`src/rtl/can_bt_pkg.sv`:
```
package can_bt_pkg;
  localparam int T1_W   = 4;
  localparam int T2_W   = 3;
  localparam int SJW_W  = 2;
  localparam int TIM_W  = 10;
  localparam int QIDX_W = 5;
  localparam int EXT_W  = 3;

  typedef enum logic [1:0] {
    SEG_SYNC = 2'd0,
    SEG_ONE  = 2'd1,
    SEG_TWO  = 2'd2
  } seg_e;

  // packed MSB first: matches the timing register layout 9:8, 7, 6:4, 3:0
  typedef struct packed {
    logic [SJW_W-1:0] sjw_m1;
    logic             triple;
    logic [T2_W-1:0]  t2_m1;
    logic [T1_W-1:0]  t1_m1;
  } bt_cfg_t;
endpackage

```
`src/rtl/can_bt_regs.sv`:
```
module can_bt_regs
  import can_bt_pkg::*;
#(
  parameter int PRESC_W = 10,
  parameter int BRP_MIN = 4
) (
  input  logic               clk,
  input  logic               rst_n,
  input  logic               cfg_mode,
  input  logic               presc_wr,
  input  logic [PRESC_W-1:0] presc_wdata,
  input  logic               tim_wr,
  input  logic [TIM_W-1:0]   tim_wdata,
  output logic [PRESC_W-1:0] brp_m1,
  output bt_cfg_t            cfg
);
  localparam logic [PRESC_W-1:0] BRP_FLOOR = PRESC_W'(BRP_MIN - 1);

  logic [PRESC_W-1:0] brp_q, brp_d;
  bt_cfg_t            cfg_q, cfg_d;
  logic               presc_en, tim_en;

  assign presc_en = cfg_mode && presc_wr;
  assign tim_en   = cfg_mode && tim_wr;

  always_comb begin
    brp_d = brp_q;
    cfg_d = cfg_q;
    if (presc_en) brp_d = presc_wdata;
    if (tim_en)   cfg_d = bt_cfg_t'(tim_wdata);
  end

  always_ff @(posedge clk or negedge rst_n) begin
    if (!rst_n) begin
      brp_q <= '0;
      cfg_q <= '0;
    end else begin
      brp_q <= brp_d;
      cfg_q <= cfg_d;
    end
  end

  assign brp_m1 = (brp_q < BRP_FLOOR) ? BRP_FLOOR : brp_q;
  assign cfg    = cfg_q;
endmodule

```
`src/rtl/can_bt_prescaler.sv`:
```
module can_bt_prescaler #(
  parameter int PRESC_W = 10
) (
  input  logic               clk,
  input  logic               rst_n,
  input  logic               run,
  input  logic               restart,
  input  logic [PRESC_W-1:0] brp_m1,
  output logic               tick
);
  logic [PRESC_W-1:0] cnt_q, cnt_d;
  logic               wrap;

  assign wrap = (cnt_q >= brp_m1);
  assign tick = run && wrap;

  always_comb begin
    if (!run || restart) cnt_d = '0;
    else if (wrap)       cnt_d = '0;
    else                 cnt_d = cnt_q + 1'b1;
  end

  always_ff @(posedge clk or negedge rst_n) begin
    if (!rst_n) cnt_q <= '0;
    else        cnt_q <= cnt_d;
  end
endmodule

```
`src/rtl/can_bt_seq.sv`:
```
module can_bt_seq
  import can_bt_pkg::*;
(
  input  logic    clk,
  input  logic    rst_n,
  input  logic    run,
  input  logic    tick,
  input  logic    edge_in,
  input  logic    hsync,
  input  bt_cfg_t cfg,
  output logic    sample_stb,
  output logic    bit_start
);
  seg_e              seg_q, seg_d;
  logic [QIDX_W-1:0] qidx_q, qidx_d;
  logic [EXT_W-1:0]  ext_q, ext_d, cut_q, cut_d;
  logic              done_q, done_d;

  logic [EXT_W-1:0]  sjw;
  logic [QIDX_W-1:0] seg1_end, late;
  logic [T2_W-1:0]   seg2_end, rem_m1;
  logic              resync;

  assign sjw      = EXT_W'(cfg.sjw_m1) + 1'b1;
  assign seg1_end = QIDX_W'(cfg.t1_m1) + QIDX_W'(ext_q);
  assign seg2_end = cfg.t2_m1 - T2_W'(cut_q);
  assign late     = qidx_q + 1'b1;
  assign rem_m1   = cfg.t2_m1 - qidx_q[T2_W-1:0];
  assign resync   = edge_in && !hsync && !done_q;

  assign sample_stb = tick && (seg_q == SEG_ONE) && (qidx_q == seg1_end);
  assign bit_start  = tick && (seg_q == SEG_TWO) && (qidx_q == QIDX_W'(seg2_end));

  always_comb begin
    seg_d  = seg_q;
    qidx_d = qidx_q;
    ext_d  = ext_q;
    cut_d  = cut_q;
    done_d = done_q;
    if (!run || (edge_in && hsync)) begin
      seg_d  = SEG_SYNC;
      qidx_d = '0;
      ext_d  = '0;
      cut_d  = '0;
      done_d = 1'b0;
    end else begin
      if (resync && seg_q == SEG_ONE) begin
        ext_d  = (QIDX_W'(sjw) < late) ? sjw : EXT_W'(late);
        done_d = 1'b1;
      end
      if (resync && seg_q == SEG_TWO) begin
        cut_d  = (T2_W'(sjw) < rem_m1) ? sjw : EXT_W'(rem_m1);
        done_d = 1'b1;
      end
      if (tick) begin
        case (seg_q)
          SEG_SYNC: begin
            seg_d  = SEG_ONE;
            qidx_d = '0;
          end
          SEG_ONE: begin
            if (sample_stb) begin
              seg_d  = SEG_TWO;
              qidx_d = '0;
            end else qidx_d = qidx_q + 1'b1;
          end
          default: begin
            if (bit_start) begin
              seg_d  = SEG_SYNC;
              qidx_d = '0;
              ext_d  = '0;
              cut_d  = '0;
              done_d = 1'b0;
            end else qidx_d = qidx_q + 1'b1;
          end
        endcase
      end
    end
  end

  always_ff @(posedge clk or negedge rst_n) begin
    if (!rst_n) begin
      seg_q  <= SEG_SYNC;
      qidx_q <= '0;
      ext_q  <= '0;
      cut_q  <= '0;
      done_q <= 1'b0;
    end else begin
      seg_q  <= seg_d;
      qidx_q <= qidx_d;
      ext_q  <= ext_d;
      cut_q  <= cut_d;
      done_q <= done_d;
    end
  end
endmodule

```
`src/rtl/can_bt_sampler.sv`:
```
module can_bt_sampler (
  input  logic clk,
  input  logic rst_n,
  input  logic rx_in,
  input  logic sample,
  input  logic triple,
  output logic rx_bit
);
  logic [1:0] hist_q, hist_d;
  logic       bit_q, bit_d, vote;

  assign vote = (rx_in & hist_q[0]) | (rx_in & hist_q[1]) | (hist_q[0] & hist_q[1]);

  always_comb begin
    hist_d = {hist_q[0], rx_in};
    bit_d  = bit_q;
    if (sample) bit_d = triple ? vote : rx_in;
  end

  always_ff @(posedge clk or negedge rst_n) begin
    if (!rst_n) begin
      hist_q <= 2'b11;
      bit_q  <= 1'b1;
    end else begin
      hist_q <= hist_d;
      bit_q  <= bit_d;
    end
  end

  assign rx_bit = bit_q;
endmodule

```
`src/rtl/can_bit_timer.sv`:
```
module can_bit_timer
  import can_bt_pkg::*;
#(
  parameter int PRESC_W = 10,
  parameter int BRP_MIN = 4
) (
  input  logic               clk,
  input  logic               rst_n,
  input  logic               cfg_mode,
  input  logic               presc_wr,
  input  logic [PRESC_W-1:0] presc_wdata,
  input  logic               tim_wr,
  input  logic [TIM_W-1:0]   tim_wdata,
  input  logic               rx_in,
  input  logic               fall_edge,
  input  logic               hard_sync_en,
  output logic               tq_tick,
  output logic               bit_start,
  output logic               sample_stb,
  output logic               rx_bit
);
  logic               rst_meta, rst_core;
  logic [PRESC_W-1:0] brp_m1;
  bt_cfg_t            cfg;
  logic               run, hs_now;

  always_ff @(posedge clk or negedge rst_n) begin
    if (!rst_n) begin
      rst_meta <= 1'b0;
      rst_core <= 1'b0;
    end else begin
      rst_meta <= 1'b1;
      rst_core <= rst_meta;
    end
  end

  assign run    = !cfg_mode;
  assign hs_now = fall_edge && hard_sync_en;

  can_bt_regs #(.PRESC_W(PRESC_W), .BRP_MIN(BRP_MIN)) u_regs (
    .clk(clk), .rst_n(rst_core), .cfg_mode(cfg_mode),
    .presc_wr(presc_wr), .presc_wdata(presc_wdata),
    .tim_wr(tim_wr), .tim_wdata(tim_wdata),
    .brp_m1(brp_m1), .cfg(cfg)
  );

  can_bt_prescaler #(.PRESC_W(PRESC_W)) u_presc (
    .clk(clk), .rst_n(rst_core), .run(run), .restart(hs_now),
    .brp_m1(brp_m1), .tick(tq_tick)
  );

  can_bt_seq u_seq (
    .clk(clk), .rst_n(rst_core), .run(run), .tick(tq_tick),
    .edge_in(fall_edge), .hsync(hard_sync_en), .cfg(cfg),
    .sample_stb(sample_stb), .bit_start(bit_start)
  );

  can_bt_sampler u_samp (
    .clk(clk), .rst_n(rst_core), .rx_in(rx_in), .sample(sample_stb),
    .triple(cfg.triple), .rx_bit(rx_bit)
  );
endmodule

```
`config.mk`:
```
export PLATFORM = sky130hd
export DESIGN_NAME = can_bit_timer
export DESIGN_NICKNAME = d
export VERILOG_FILES = /design/src/rtl/can_bt_pkg.sv /design/src/rtl/can_bt_regs.sv /design/src/rtl/can_bt_prescaler.sv /design/src/rtl/can_bt_seq.sv /design/src/rtl/can_bt_sampler.sv /design/src/rtl/can_bit_timer.sv
export SDC_FILE = /design/constraint.sdc
export NUM_CORES = 1
export LEC_CHECK = 0
export CAP_MARGIN = 20
export CORE_MARGIN = 3
export CORE_UTILIZATION = 40
export CTS_CLUSTER_DIAMETER = 80
export DETAILED_ROUTE_END_ITERATION = 16
export GPL_TIMING_DRIVEN = 0
export SLEW_MARGIN = 25
export SYNTH_ARGS = -nofsm -noshare
export SYNTH_HDL_FRONTEND = slang
export SYNTH_SLANG_ARGS = --single-unit
```
`constraint.sdc`:
```
create_clock -name clk -period 8.1 [get_ports clk]
set_clock_uncertainty 0.15 [all_clocks]
set_input_delay 1.62 -clock clk [delete_from_list [all_inputs] [get_ports clk]]
set_output_delay 1.62 -clock clk [all_outputs]
set_load 0.05 [all_outputs]
```
==> flow_summary.toml <==
[critical_path]
timing.rr.start = "u_regs.brp_q[9]$_DFFE_PN0P_"
cp_cell_sequence = "clkbuf_1 -> nor4_2 -> nand4_1 -> or2_0 -> or2_4 -> inv_1 -> clkdlybuf4s50_1"
reg2reg_to = "u_seq.ext_q[1]$_DFF_PN0_"
cp-start-kind = "primary input"
end_kind = "output port"
reg2regPathDepth = 9
max_stage_delay_ns = 0.79
arrival_ns = 3.65
worstPathRequired_ns = 6.33
r2r_slack_ns = 5.32
crit_type = "in2out"
worst_path_max_delay_cell = "clkdlybuf4s50_1"
critPathMaxFanout = 6

[sta]
setup_tns_ns = 0
rsz0062_at_grt = "no"
finalSetupViolCount = 0
fmax_ghz = 0.185
min_period_ns = 5.42
maxSlewViolCount = 0
hold_slack_ns = 0.195
worst_slew_pin_slew_ns = 0.623
finalCritPeriodShare_pct = 66.9
final_hold_viol_count = 0
max_slew_margin_pct = 58.2

[floorplan]
start_util_pct = 42.8
die_h_um = 89.9
row_count = 29
die_w_um = 89.9
core_region_area_mm2 = 0.00657
dieArea_mm2 = 0.00807
ios = 32

[synthesis]
synth-edff-count = 0
syn_inst = 265
syn_nets = 318
yosysSeqAreaShare_pct = 43.7
async_flop_share_pct = 100
synthFlopType = "dfrtp_1"
syn-cell-area_mm2 = 0.00281
ys_types = 46
ys_seq_elements = 49
ys_warn_count = 0
avgSynthCellArea_um2 = 10.6

[clock_tree]
post_cts_buffers = 0
post_cts_resize_count = 0
cts_made_buffers = 5
cts.clk_slew.worst_paths_ns = 0.09
clock_latency_ns = 0.30
clock_sinks = 49
cts_tree = "built"
clock_path_buffers = 2
cts_root_buf = "clkbuf_8"
htree_num_levels = 2
cts_hold_buf = 0

[min_path]
min_path_type = "reg2async"

[route]
drt_pass1_iterations = 4
drt_iter0_markers = 78
vias = 1977
antenna_left = 0
finalWirelength_um = 5420
drc = 0
via_per_inst = 4.99
wl_per_cell_um = 13.7

[pwr]
p_int_uw = 377
power.combinational.fraction_pct = 18.5
netSwitchingFraction_pct = 27.2
max-vdd-ir-drop_mv = 0.0904
power_frac_seq_pct = 54.0
p_leak_nw = 1.46
power_frac_clock_pct = 27.5
finalPower_uw = 517
p_switching_uw = 141
p_per_area_mw_per_mm2 = 156

[finish]
final_cell_mix = "45 x dfrtp_1, 30 x clkdlybuf4s50_1, 23 x nor2_1, 22 x ha_1, 21 x mux2_2"
fin_nets = 355
drive_gt1_share_pct = 12.5
stdcell_count = 396
areaGrowthSynthToFinish_pct = 17.8
num_antenna_cells = 0
final_common_cell = "dfrtp_1"

[global_route]
grt_use_total_pct = 14.6
first_global_vias = 2084
grt_max_degree = 48
overflow = 0
antenna_found_initial = 0
grt_pass1_wl_um = 9780

[job]
cap_violations = 0

[run_status]
status = "finished, final reports clean"

[place]
portBuffers = 30
dp.cells = 388
hpwl_um = 4050
gp_congestion = 0.840
worst max-delay path by stage:
stage,startpoint,end,slack [ns]
after global routing,cfg_mode,sample_stb,2.61
after global placement,cfg_mode,sample_stb,2.65
after detailed placement,cfg_mode,sample_stb,2.67
after floorplan,cfg_mode,sample_stb,3.41
after CTS,cfg_mode,sample_stb,2.67
final,cfg_mode,sample_stb,2.68
routing by layer:
layer | routed length (um) | track usage [%] | up-vias
li1 | - | - | 994
met4 | 59 | 4.21 | 0
met5 | 0 | 0 | -
met3 | 241 | 2.92 | 4
met2 | 2440 | 22.9 | 37
met1 | 2680 | 20.6 | 942
power groups by stage:
| stage | Sequential, mW | Combinational, mW | Clock [mW] |
|---|---|---|---|
| 3_5_place_dp | 0.285 | 0.0969 | 0 |
| 5_1_grt | 0.284 | 0.111 | 0.157 |
| 2_1_floorplan | 0.280 | 0.0700 | 0 |
| 4_1_cts | 0.281 | 0.0977 | 0.147 |
| 3_3_place_gp | 0.285 | 0.0941 | 0 |
| 6_report | 0.279 | 0.0958 | 0.142 |
sequential cells by signal, summed over array words and instances (netlist names):
| name | cells |
|---|---|
| u_regs.cfg | 10 |
| u_seq.ext_q | 3 |
| u_samp.rx_bit | 1 |
| u_seq.qidx_q | 5 |
| u_presc.cnt_q | 10 |
| u_samp.hist_q | 2 |
| u_seq.done_q | 1 |
| rst_meta | 1 |
| u_seq.seg_q | 2 |
| u_seq.cut_q | 3 |
| rst_core | 1 |
| u_regs.brp_q | 10 |
metrics by stage:
stage | utilization (%) | worst slack [ns] | instance area [um2]
after floorplan | - | 3.41 | 2810
after global placement | 49.2 | 2.65 | 3230
after detailed placement | 49.2 | 2.67 | 3230
after CTS | 50.4 | 2.67 | 3310
after global routing | 50.4 | 2.61 | 3310
final | 50.4 | 2.68 | 3310
cell type report:
class / count / area (um2)
plain buffers: 4 / 23.8
clock buffers: 8 / 80.1
fillers: 630 / 3250
inverters: 20 / 75.1
multi-input cells: 192 / 1480
flip-flops and latches: 49 / 1230
well taps: 93 / 116
repair buffers: 30 / 300
worst max-delay path: cells and delay by family:
family / cells / cell delay [ns]
AND/OR/NAND/NOR: 4 / 0.97
buffers and inverters: 3 / 1.05
synth_stat cells (all sizes together) (4+ instances only):
cell type / n / share of area, %
nand3: 9 / 1.6
xor2: 11 / 3.4
inv: 20 / 2.7
xnor2: 11 / 3.7
nand2b: 9 / 2.0
nor2: 23 / 3.1
nand2: 11 / 1.5
and3: 4 / 0.93
dfrtp: 46 / 41
mux2: 21 / 8.4
nor4: 4 / 1.1
ha: 22 / 9.8
o21ai: 10 / 1.8
a21oi: 17 / 3.0
cells by family (layout without fill, tap and decap cells):
group,Yosys count,after routing,share of synthesized area (%)
adder cells (fa/ha/maj),25,25,11.9
multiplexers,23,23,9.12
flip-flops,49,49,43.7
XOR/XNOR,22,22,7.12
AND/OR/NAND/NOR,71,71,12.7
other,1,1,0.133
AO/OA/AOI/OAI,50,50,11.7
buffers and inverters,24,62,3.51
Power figures use the tool's default switching activity.
